$ cat src/rtl/pwr_pkg.sv
package pwr_pkg;
  typedef enum logic [1:0] {
    PM_ACTIVE = 2'd0,
    PM_SLEEP  = 2'd1,
    PM_IDLE   = 2'd2,
    PM_IDLE_A = 2'd3
  } pm_state_t;

  typedef enum logic [1:0] {
    WC_NONE  = 2'd0,
    WC_IO    = 2'd1,
    WC_TIMER = 2'd2,
    WC_AUDIO = 2'd3
  } wake_code_t;
endpackage

$ cat src/rtl/pwr_wake_filter.sv
module pwr_wake_filter
  import pwr_pkg::*;
(
  input  pm_state_t  eval_state,
  input  logic       io_evt,
  input  logic       tmr_ovf,
  input  logic       audio_evt,
  output logic       hit,
  output wake_code_t code
);
  logic io_ok, tmr_ok, aud_ok;

  // Sources allowed for the state being evaluated
  always_comb begin
    io_ok  = (eval_state != PM_ACTIVE) && io_evt;
    tmr_ok = ((eval_state == PM_IDLE) || (eval_state == PM_IDLE_A)) && tmr_ovf;
    aud_ok = (eval_state == PM_IDLE_A) && audio_evt;
  end

  // Fixed priority: I/O, then timer, then audio
  always_comb begin
    hit  = io_ok || tmr_ok || aud_ok;
    if (io_ok)       code = WC_IO;
    else if (tmr_ok) code = WC_TIMER;
    else if (aud_ok) code = WC_AUDIO;
    else             code = WC_NONE;
  end
endmodule

$ cat src/rtl/pwr_mode_fsm.sv
module pwr_mode_fsm
  import pwr_pkg::*;
(
  input  logic       clk,
  input  logic       rst,
  input  logic       mode_req,
  input  logic [1:0] mode_code,
  input  logic       io_evt,
  input  logic       tmr_ovf,
  input  logic       audio_evt,
  input  logic       wake_hit,
  input  wake_code_t wake_code,
  output pm_state_t  eval_state,
  output pm_state_t  state,
  output pm_state_t  nxt_state,
  output wake_code_t cause
);
  pm_state_t  target;
  logic       req_ok;
  wake_code_t nxt_cause;

  always_comb begin
    case (mode_code)
      2'd0:    target = PM_SLEEP;
      2'd1:    target = PM_IDLE;
      2'd2:    target = PM_IDLE_A;
      default: target = PM_ACTIVE;
    endcase
    req_ok     = (state == PM_ACTIVE) && mode_req && (mode_code != 2'd3);
    eval_state = req_ok ? target : state;
  end

  always_comb begin
    nxt_state = state;
    nxt_cause = cause;
    if (wake_hit) begin
      nxt_state = PM_ACTIVE;
      nxt_cause = wake_code;
    end else if (req_ok) begin
      nxt_state = target;
    end
  end

  always_ff @(posedge clk) begin
    if (rst) begin
      state <= PM_ACTIVE;
      cause <= WC_NONE;
    end else begin
      state <= nxt_state;
      cause <= nxt_cause;
    end
  end

  p_sleep_io_only_r4: assert property (@(posedge clk) disable iff (rst)
    (state == PM_SLEEP && !io_evt) |=> (state == PM_SLEEP));
  p_idle_no_audio_r5: assert property (@(posedge clk) disable iff (rst)
    (state == PM_IDLE && !io_evt && !tmr_ovf) |=> (state == PM_IDLE));
  p_idle_a_wake_r6: assert property (@(posedge clk) disable iff (rst)
    (state == PM_IDLE_A && (io_evt || tmr_ovf || audio_evt)) |=> (state == PM_ACTIVE));
  p_io_cause_r7: assert property (@(posedge clk) disable iff (rst)
    (state != PM_ACTIVE && io_evt) |=> (cause == WC_IO));
  p_req_ignored_r8: assert property (@(posedge clk) disable iff (rst)
    (state != PM_ACTIVE) |=> (state == PM_ACTIVE || $stable(state)));
  p_cause_hold_r11: assert property (@(posedge clk) disable iff (rst)
    (state == PM_ACTIVE && !mode_req) |=> $stable(cause));
endmodule

$ cat src/rtl/pwr_clk_gate.sv
module pwr_clk_gate
  import pwr_pkg::*;
#(
  parameter int CTL_W   = 8,
  parameter int MUL_BIT = 4
) (
  input  logic             clk,
  input  logic             rst,
  input  pm_state_t        nxt_state,
  input  logic             ctl_wr,
  input  logic [CTL_W-1:0] ctl_wdata,
  output logic             core_clk_en,
  output logic             aux_clk_en,
  output logic             mul_clk_en
);
  logic mul_bit, nxt_mul_bit;

  always_comb nxt_mul_bit = ctl_wr ? ctl_wdata[MUL_BIT] : mul_bit;

  always_ff @(posedge clk) begin
    if (rst) begin
      mul_bit     <= 1'b1;
      core_clk_en <= 1'b1;
      aux_clk_en  <= 1'b1;
      mul_clk_en  <= 1'b1;
    end else begin
      mul_bit     <= nxt_mul_bit;
      core_clk_en <= (nxt_state == PM_ACTIVE);
      aux_clk_en  <= (nxt_state != PM_SLEEP);
      mul_clk_en  <= nxt_mul_bit && (nxt_state == PM_ACTIVE);
    end
  end

  p_mul_off_r10: assert property (@(posedge clk) disable iff (rst)
    !core_clk_en |-> !mul_clk_en);
endmodule

$ cat src/rtl/pwr_wake_ctrl.sv
module pwr_wake_ctrl
  import pwr_pkg::*;
#(
  parameter int CTL_W   = 8,
  parameter int MUL_BIT = 4
) (
  input  logic             clk,
  input  logic             rst,
  input  logic             mode_req,
  input  logic [1:0]       mode_code,
  input  logic             io_evt,
  input  logic             tmr_ovf,
  input  logic             audio_evt,
  input  logic             ctl_wr,
  input  logic [CTL_W-1:0] ctl_wdata,
  output logic             core_clk_en,
  output logic             aux_clk_en,
  output logic             mul_clk_en,
  output logic [1:0]       cur_mode,
  output logic [1:0]       wake_cause
);
  pm_state_t  eval_state, state, nxt_state;
  wake_code_t wcode, cause;
  logic       whit;

  pwr_wake_filter u_filter (
    .eval_state(eval_state), .io_evt(io_evt), .tmr_ovf(tmr_ovf),
    .audio_evt(audio_evt), .hit(whit), .code(wcode)
  );

  pwr_mode_fsm u_fsm (
    .clk(clk), .rst(rst), .mode_req(mode_req), .mode_code(mode_code),
    .io_evt(io_evt), .tmr_ovf(tmr_ovf), .audio_evt(audio_evt),
    .wake_hit(whit), .wake_code(wcode), .eval_state(eval_state),
    .state(state), .nxt_state(nxt_state), .cause(cause)
  );

  pwr_clk_gate #(.CTL_W(CTL_W), .MUL_BIT(MUL_BIT)) u_gate (
    .clk(clk), .rst(rst), .nxt_state(nxt_state), .ctl_wr(ctl_wr),
    .ctl_wdata(ctl_wdata), .core_clk_en(core_clk_en),
    .aux_clk_en(aux_clk_en), .mul_clk_en(mul_clk_en)
  );

  assign cur_mode   = state;
  assign wake_cause = cause;

  p_core_en_r3: assert property (@(posedge clk) disable iff (rst)
    core_clk_en == (cur_mode == 2'd0));
  p_aux_en_r3: assert property (@(posedge clk) disable iff (rst)
    aux_clk_en == (cur_mode != 2'd1));
endmodule

$ cat config.mk
export PLATFORM = sky130hd
export DESIGN_NAME = pwr_wake_ctrl
export DESIGN_NICKNAME = d
export VERILOG_FILES = /design/src/rtl/pwr_pkg.sv /design/src/rtl/pwr_wake_filter.sv /design/src/rtl/pwr_mode_fsm.sv /design/src/rtl/pwr_clk_gate.sv /design/src/rtl/pwr_wake_ctrl.sv
export SDC_FILE = /design/constraint.sdc
export NUM_CORES = 1
export LEC_CHECK = 0
export BUFFER_PORTS_ARGS = -buffer_cell sky130_fd_sc_hd__buf_4
export CAP_MARGIN = 25
export CORE_AREA = 5 5 42 44
export DETAILED_ROUTE_END_ITERATION = 10
export DIE_AREA = 0 0 47 49
export PLACE_DENSITY = 0.67
export SLEW_MARGIN = 20
export SYNTH_ARGS = -nofsm -noshare
export SYNTH_HDL_FRONTEND = slang
export SYNTH_SLANG_ARGS = --single-unit
$ cat constraint.sdc
create_clock -name clk -period 2.6 [get_ports clk]
set_input_delay 0.52 -clock clk [delete_from_list [all_inputs] [get_ports clk]]
set_output_delay 0.52 -clock clk [all_outputs]
set_load 0.01 [all_outputs]
# Yosys cells after proc, flatten, opt, wreduce, memory -nomap -nowiden
# Cells that the tools add are included.
[classes]
n_addsub = 0
n_mul = 0
div_mod_pow = 0
magnitude_cmp = 0
eq_ne = 6
shift = 0
muxes = 7
n_bitwise = 0
reduce_logical = 13
[ops]
columns = ["operator", "count"]
rows = [
  ["2-to-1 mux 2 bit", 5],
  ["equality test 2 bit (second input constant)", 3],
  ["logical AND 1 bit", 6],
  ["zero test 2 bit", 3],
  ["one-hot mux 2 bit (3 select lines)", 1],
  ["logical OR 1 bit", 3],
  ["equality test 2 x 1 -> 1 bit (second input constant)", 1],
  ["!= test 2 x 1 -> 1 bit (second input constant)", 1],
  ["!= test 2 bit (second input constant)", 1],
  ["nonzero test 2 bit", 1],
  ["2-to-1 mux 1 bit", 1],
]
[totals]
register_bits = 8
latch_bits = 0
ram_bits = 0
mem_bits_ro = 0
input_bits = 17
output_inout_bits = 7
word_cells = 32
memories = 0

# Longest topological paths before layout
# Gate-level depths: netlist (run 1).
[depth]
word_depth = 12
mapped_depth = 6

# By module
# Synthesis (run 1) repeated with hierarchy kept, for this count alone.
[hier_totals]
hier_cells = 47
hier_area_um2 = 442.9
[by_module_without_submodules]
columns = ["module", "n_inst", "cells_each", "area_per_inst_um2"]
rows = [
  ["pwr_mode_fsm", 1, 28, 262.8],
  ["pwr_clk_gate", 1, 10, 122.6],
  ["pwr_wake_filter", 1, 9, 57.6],
]

# Least setup slack after synthesis (run 1)
# Ideal clock, no wire load.
[synth_timing]
kind = "input to register"
from = "input mode_code[0]"
to = "register u_fsm.state[1]"
setup_ns = 0.115
arrival_ns = 1.436
t_required_ns = 2.485
slack_ns = 1.049
cell_stages = 5
path_buffers = 0
cell_sequence = "ha_1 nand2b_1 o31ai_2 a211oi_2 and2_1"
[synth_between]
elab_chain_cells = 9
[synth_rtl]
columns = ["item", "line_no", "source"]
rows = [
  ["from (decl)", "pwr_wake_ctrl.sv:10", "input logic [1:0] mode_code,"],
  ["equality test 2 bit, or another cell as far along", "pwr_mode_fsm.sv:23", "case (mode_code)"],
  ["one-hot mux 2 bit (3 select lines) or logical AND 1 bit (tied branches)", "pwr_mode_fsm.sv:23, pwr_mode_fsm.sv:29", ""],
  ["2-to-1 mux 2 bit *", "pwr_mode_fsm.sv:30, pwr_mode_fsm.sv:39", ""],
  ["equality test 2 bit (on tied branches)", "pwr_wake_filter.sv:16, pwr_wake_filter.sv:17", ""],
  ["logical OR 1 bit", "pwr_wake_filter.sv:16", "tmr_ok = ((eval_state == PM_IDLE) || (eval_state == PM_IDLE_A)) && tmr_ovf;"],
  ["logical AND 1 bit", "pwr_wake_filter.sv:16", ""],
  ["logical OR 1 bit (2 in series)", "pwr_wake_filter.sv:22", "hit = io_ok || tmr_ok || aud_ok;"],
  ["2-to-1 mux 2 bit *", "pwr_mode_fsm.sv:36", "if (wake_hit) begin"],
  ["to (signal assigned)", "pwr_mode_fsm.sv:49", "state <= nxt_state;"],
  ["to (decl)", "pwr_mode_fsm.sv:14", "output pm_state_t state,"],
]
# Mark *: on every way between the ends. The rest lies on a longest branch, timed or not.
# A chain may end at the register's enable or synchronous reset.

# Worst setup path after layout (run 1)
# Same ends and word-level chain as after synthesis.

==> flow_summary_export.csv, run 1 <==
group,metric,value,unit
outcome,status,"finished clean",
layout,antennaDiodeCount,0,
clock_network,clockRootBuffer,"clkbuf_4",
pwr,total_power,285,uW
die,die_area,0.00230,sq mm
die,die_w,47,um
detailed_routing,avgViaCountPerCell,4.57,
worst_setup_path,cp_num_buf_inv,1,
clock_network,clock_path_buffers,2,
clock_network,cts_setup_buffers,0,
sta,min_period,1510,ps
place,dp_hpwl,711,um
hold_path,worstHoldPathType,"in2reg",
pwr,p_leak,0.246,nW
die,die_h,49,um
detailed_routing,antenna_left,0,
pwr,power_density,513,mW/mm^2
worst_setup_path,worst_ep_required_time,2740,ps
sta,finalSetupTns,0,ps
worst_setup_path,crit_fanout,4,
place,io_buffers,16,
die,initial_core_util,28.1,%
layout,fillers,147,
yosys,ys_ff_latch,8,
worst_setup_path,cpPeakStageDelay,320,ps
grt,grt_pass1_vias,353,
sta,max_freq,0.663,GHz
sta,clock_skew,6.40,ps
clock_network,clock_sinks,8,
worst_setup_path,startpoint_type,"primary input",
sta,slew-limit-headroom,80.0,%
worst_setup_path,end_kind,"flip-flop",
clock_network,htreeDepth,1,
sta,finalSetupViolCount,0,
die,rows,14,
detailed_routing,drc,0,
place,place.gp.congestion,0.802,
yosys,synth_nets,60,
yosys,synth_area_per_cell,9.85,sq um
die,ios,24,
worst_setup_path,slowest_stage,"o31ai_2",
grt,grt_max_degree,8,
layout,multi_input_area,226,sq um
worst_setup_path,critPathTopFamily,"compound AO/OA/AOI/OAI gates",
sta,min_period_over_period,58.0,%
sta,rsz0062_at_grt,"false",
die,fp.coreArea,0.00140,sq mm
layout,drive_above_1_share,40.7,%
clock_network,cts_tree,"built",
yosys,yosys.cell_types.count,22,
detailed_routing,vias,343,
clock_network,clkLatencyLatePin,250,ps
worst_setup_path,worstSetupPathType,"in2reg",
grt,grt_pass1_wl,1440,um
detailed_routing,drt_iter0_markers,1,
clock_network,hold_buffers,0,
yosys,seq_area_frac_synth,40.6,%
pwr,peakVddDrop,0.000280,V
yosys,yosysWarnings,0,
run,max_cap_viol_count,0,
grt,grt_overflow_total,0,
clock_network,cts_inserted_buffers,3,
detailed_routing,firstDrtPassIters,3,
sta,worst_slew_pin_slew,299,ps
place,pre_cts_slack,822,ps
yosys,syn_inst,40,
detailed_routing,wirelength,823,um
yosys,synthesis.area,394,sq um
sta,hold_violations,0,
clock_network,postCtsResizedCells,0,
worst_setup_path,cp.arrival,1650,ps
clock_network,clkTransAtPathRegs,50,ps
grt,grt.total_usage,8.19,%
sta,timing.final.max_slew_violations,0,
grt,antenna_found_initial,0,
layout,seqCellArea,160,sq um
sta,setup_ws,1090,ps
layout,area_growth,41.3,%
worst_setup_path,cp_cell_sequence,"buf_4 > ha_1 > nand2b_1 > o31ai_2 > a211oi_2 > and2_1",
detailed_routing,wire_per_inst,11.0,um
layout,fin_nets,81,
-- placed cells by master, fill, tap and decap left out --
master,synthesis,layout
buf_4,0,16
dfxtp_1,8,8
nor3_1,4,4
a21oi_1,3,3
ha_1,3,3
clkbuf_4,0,3
inv_1,2,2
nand2b_1,2,2
nor2_1,2,2
nand2_1,2,2
nand4bb_2,1,1
nand2b_4,1,1
o21ai_0,1,1
o31ai_2,1,1
o21ai_1,1,1
nor3b_1,1,1
a211oi_2,1,1
and2_1,1,1
nor2b_1,1,1
a211o_1,1,1
a21boi_1,1,1
a31o_2,1,1
o2bb2ai_1,1,1
o21a_1,1,1
-- sequential cells by signal, indices dropped and copies added (netlist names) --
| register | flops |
|---|---|
| u_fsm.cause | 2 |
| u_fsm.state | 2 |
| u_gate.aux_clk_en | 1 |
| u_gate.core_clk_en | 1 |
| u_gate.mul_bit | 1 |
| u_gate.mul_clk_en | 1 |
-- worst paths after layout --
kind	start	end	slack, ps	cells after the start
worst min register to register	u_fsm.cause[1]	u_fsm.cause[1]	520	2
worst min-delay path	rst	u_fsm.cause[0]	470	2
worst max-delay path	mode_code[0]	u_fsm.state[1]	1090	6
worst max register to register	u_fsm.state[0]	u_gate.mul_clk_en	1340	4
-- per-layer routing --
metal / GRT usage, % / routed length, um
met4: 4.15 / 0
met3: 2.95 / 51
met1: 10.2 / 363
met5: 0 / 0
met2: 12.0 / 408
-- cells by family after synthesis --
family                   count (synthesis)  share of synthesized area, %
flip-flops                               8                          40.6
buffers and inverters                    2                          1.91
AO/OA/AOI/OAI                           12                          23.2
adder cells (fa/ha/maj)                  3                          9.52
AND/OR/NAND/NOR                         15                          24.8
-- final cells by class --
class,count,share of cell area (%)
clock buffers,3,4.04
repair buffers,16,21.6
well taps,16,3.60
inverters,2,1.35
flip-flops and latches,8,28.8
multi-input cells,30,40.7
-- synthesized netlist by cell type --
cell / count / share of area [%]
ha_1: 3 / 9.5
nand2_1: 2 / 1.9
o21ai_0: 1 / 1.3
a31o_2: 1 / 2.2
nor3b_1: 1 / 1.9
a211o_1: 1 / 2.2
o2bb2ai_1: 1 / 2.2
a21oi_1: 3 / 3.8
nand4bb_2: 1 / 4.1
nand2b_1: 2 / 3.2
nor3_1: 4 / 5.1
nor2_1: 2 / 1.9
nand2b_4: 1 / 3.5
a211oi_2: 1 / 3.2
dfxtp_1: 8 / 41
nor2b_1: 1 / 1.6
and2_1: 1 / 1.6
o21a_1: 1 / 1.9
o31ai_2: 1 / 3.2
a21boi_1: 1 / 1.9
o21ai_1: 1 / 1.3
inv_1: 2 / 1.9
-- stage by stage --
step | util (%) | instances | hold slack (ps) | area, sq um
2_1_floorplan | - | 40 | 520 | 394
3_3_place_gp | 38.1 | 72 | 508 | 534
3_5_place_dp | 38.1 | 72 | 515 | 534
4_1_cts | 39.7 | 75 | 463 | 557
5_1_grt | 39.7 | 75 | 477 | 557
6_report | 39.7 | 75 | 470 | 557
-- power breakdown --
group          internal, mW  switching, mW
sequential            0.130        0.00379
combinational        0.0325         0.0284
clock                0.0525         0.0379
Note: power is estimated with default switching activity, not from simulation.
==> run 2: changes to the inputs <==
--- a/config.mk
+++ b/config.mk
@@ -5,12 +5,13 @@
 export SDC_FILE = /design/constraint.sdc
 export NUM_CORES = 1
 export LEC_CHECK = 0
+export ABC_AREA = 1
 export BUFFER_PORTS_ARGS = -buffer_cell sky130_fd_sc_hd__buf_4
 export CAP_MARGIN = 25
 export CORE_AREA = 5 5 42 44
 export DETAILED_ROUTE_END_ITERATION = 10
 export DIE_AREA = 0 0 47 49
-export PLACE_DENSITY = 0.67
+export PLACE_DENSITY = 0.71
 export SLEW_MARGIN = 20
 export SYNTH_ARGS = -nofsm -noshare
 export SYNTH_HDL_FRONTEND = slang
==> constraint.sdc (replaced) <==
create_clock -name clk -period 1.25 [get_ports clk]
set_input_delay 0.25 -clock clk [delete_from_list [all_inputs] [get_ports clk]]
set_output_delay 0.25 -clock clk [all_outputs]
set_load 0.01 [all_outputs]
==> run 2 against run 1 <==
Against the previous run:
- clock-buffer cell count unchanged
- area after synthesis grew 7.0%
- via count increased by 8.5%
- first-iteration DRC count did not move
- total power increased by 110%
- clock power grew 120%
- utilization grew 2.5 points
- flip-flop and latch count is the same
- global-route usage increased by 0.059 points
- die area unchanged
- critical path type unchanged
- highest routed layer is now met4
==> flow_summary_export.csv, run 2 <==
group,metric,value,unit
grt,grt_overflow_total,0,
die,die_area,0.00230,sq mm
die,die_h,49,um
yosys,synth_top_cell_by_area,"dfxtp_1",
detailed_routing,avgViaCountPerCell,4.09,
clock_network,cts_tree,"built",
clock_network,clkLatencyLatePin,250,ps
grt,grt_pass1_wl,1320,um
layout,drive_above_1_share,45.3,%
grt,antenna_found_initial,0,
sta,timing.final.max_slew_violations,0,
detailed_routing,drc,0,
worst_setup_path,slowest_stage,"ha_1",
clock_network,clockRootBuffer,"clkbuf_4",
die,initial_core_util,30.1,%
yosys,async_reset_ff_share,0,%
worst_setup_path,end_kind,"flip-flop",
worst_setup_path,crit_top_cell,"inv_1",
layout,fin_nets,97,
grt,grt.total_usage,8.25,%
place,place.gp.congestion,0.745,
hold_path,worstHoldPathType,"in2reg",
detailed_routing,drt_iter0_markers,1,
worst_setup_path,worst_ep_required_time,1400,ps
yosys,yosys-top-cells-area,"dfxtp_1 38%, ha_1 8.9%, inv_1 8.9%",
clock_network,cts_setup_buffers,0,
sta,slew-limit-headroom,89.6,%
place,io_buffers,16,
grt,grt_pass1_vias,352,
sta,rsz0062_at_grt,"false",
clock_network,cts_inserted_buffers,3,
sta,min_period,1150,ps
layout,area_growth,40.4,%
pwr,peakVddDrop,0.000357,V
layout,fillers,146,
pwr,power_density,1020,mW/mm^2
yosys,yosys.cell_types.count,16,
yosys,synth_nets,75,
die,fp.coreArea,0.00140,sq mm
clock_network,clock_sinks,8,
clock_network,clock_path_buffers,2,
detailed_routing,wire_per_inst,8.22,um
sta,min_period_over_period,92.1,%
worst_setup_path,cpPeakStageDelay,270,ps
worst_setup_path,crit_fanout,4,
yosys,ys_ff_latch,8,
place,dp_hpwl,653,um
yosys,syn_inst,55,
die,rows,14,
worst_setup_path,startpoint_type,"primary input",
worst_setup_path,cp.arrival,1300,ps
yosys,synthesis.area,422,sq um
yosys,synth_area_per_cell,7.67,sq um
layout,top_regs,"u_fsm.cause (2), u_fsm.state (2)",
yosys,synth_ff_type,"dfxtp_1",
detailed_routing,vias,372,
clock_network,hold_buffers,0,
clock_network,htreeDepth,1,
clock_network,clkTransAtPathRegs,50,ps
sta,finalSetupTns,0,ps
yosys,synth_top_area_share,38.0,%
detailed_routing,firstDrtPassIters,2,
yosys,synth_common_cells,"10 x inv_1, 8 x dfxtp_1, 8 x nand2_1",
sta,clock_skew,3.82,ps
die,ios,24,
run,max_cap_viol_count,0,
detailed_routing,antenna_left,0,
layout,antennaDiodeCount,0,
place,placed_area,569,sq um
clock_network,postCtsResizedCells,0,
grt,grt_max_degree,5,
yosys,seq_area_frac_synth,38.0,%
worst_setup_path,worstSetupPathType,"in2reg",
sta,worst_slew_pin_slew,155,ps
layout,stdcell_area,592,sq um
layout,final_cell_mix,"17 x buf_4, 10 x inv_1, 8 x nand2_1, 8 x dfxtp_1",
die,die_w,47,um
layout,layout_commonest_cell,"buf_4",
sta,finalSetupViolCount,0,
detailed_routing,wirelength,748,um
pwr,p_leak,0.329,nW
outcome,status,"finished clean",
yosys,yosysWarnings,0,
yosys,synth-edff-count,0,
sta,hold_violations,0,
yosys,synth_most_common_cell,"inv_1",
sta,max_freq,0.869,GHz
worst_setup_path,cp_cell_sequence,"buf_4 > inv_1 > ha_1 > inv_1 > nor2_1 > nand2_1 > nand2_4 > nand2_2 > clkinv_1 > nand4_2 > nand2_2 > inv_1",
-- run 2: cell count changes after synthesis, moves of 2 or more --
| cell | delta |
|---|---|
| nor3_1 | -4 |
| a21oi_1 | -2 |
| nor2_2 | +2 |
| clkinv_1 | +4 |
| nand3_1 | +3 |
| inv_2 | +4 |
| nand2_2 | +4 |
| nand2b_1 | -2 |
| inv_1 | +8 |
| nand2_1 | +6 |
-- run 2: power by group --
part | switching, mW | total [mW] | internal (mW)
sequential | 0.00684 | 0.279 | 0.273
clock | 0.0858 | 0.195 | 0.110
combinational | 0.0657 | 0.129 | 0.0635
total | 0.158 | 0.604 | 0.446
-- run 2: worst paths after layout --
kind                                startpoint                  to  slack [ps]  depth (start not counted)
worst max-delay path              mode_code[0]  u_gate.core_clk_en         100                         12
worst min-delay path                       rst      u_fsm.cause[0]         170                          2
worst max register to register  u_fsm.state[0]  u_gate.core_clk_en         190                          8
worst min register to register  u_gate.mul_bit      u_gate.mul_bit         460                          2
-- run 2: cell type report --
class / instances / area (sq um) / area share (%)
clock buffer: 3 / 22.5 / 3.81
inverter: 18 / 67.6 / 11.4
multi-input combinational: 29 / 194 / 32.8
sequential: 8 / 160 / 27.1
tap: 16 / 20.0 / 3.38
timing repair buffer: 17 / 128 / 21.6
-- run 2: cells by family (layout without fill, tap and decap cells) --
logic type / Yosys count / after routing / synth area share (%)
AND/OR/NAND/NOR: 23 / 23 / 33.5
buffers and inverters: 18 / 38 / 16.0
flip-flops: 8 / 8 / 38.0
adder cells (fa/ha/maj): 3 / 3 / 8.90
AO/OA/AOI/OAI: 3 / 3 / 3.56
-- run 2: critical path: cells and delay by family --
kind | cells | cell delay (ps)
AND/OR/NAND/NOR | 6 | 530
adder cells (fa/ha/maj) | 1 | 270
buffers and inverters | 5 | 260
-- run 2: metrics by stage --
stage / hold slack, ps / total power [mW] / setup slack (ps) / cells / util [%]
5_1_grt: 154 / 0.649 / 30.5 / 91 / 42.2
3_3_place_gp: 432 / 0.413 / -141 / 88 / 40.6
3_5_place_dp: 437 / 0.417 / -179 / 88 / 40.6
6_report: 167 / 0.604 / 99.3 / 91 / 42.2
2_1_floorplan: 319 / 0.356 / 2.20 / 55 / -
4_1_cts: 153 / 0.625 / 98.7 / 91 / 42.2
-- run 2: metal layers --
layer / global-route usage [%] / vias up / share of wire, %
met4: 6.91 / 0 / 4.1
met5: 0 / - / 0
li1: - / 200 / -
met2: 12.0 / 12 / 49
met1: 7.95 / 157 / 36
met3: 4.80 / 3 / 11
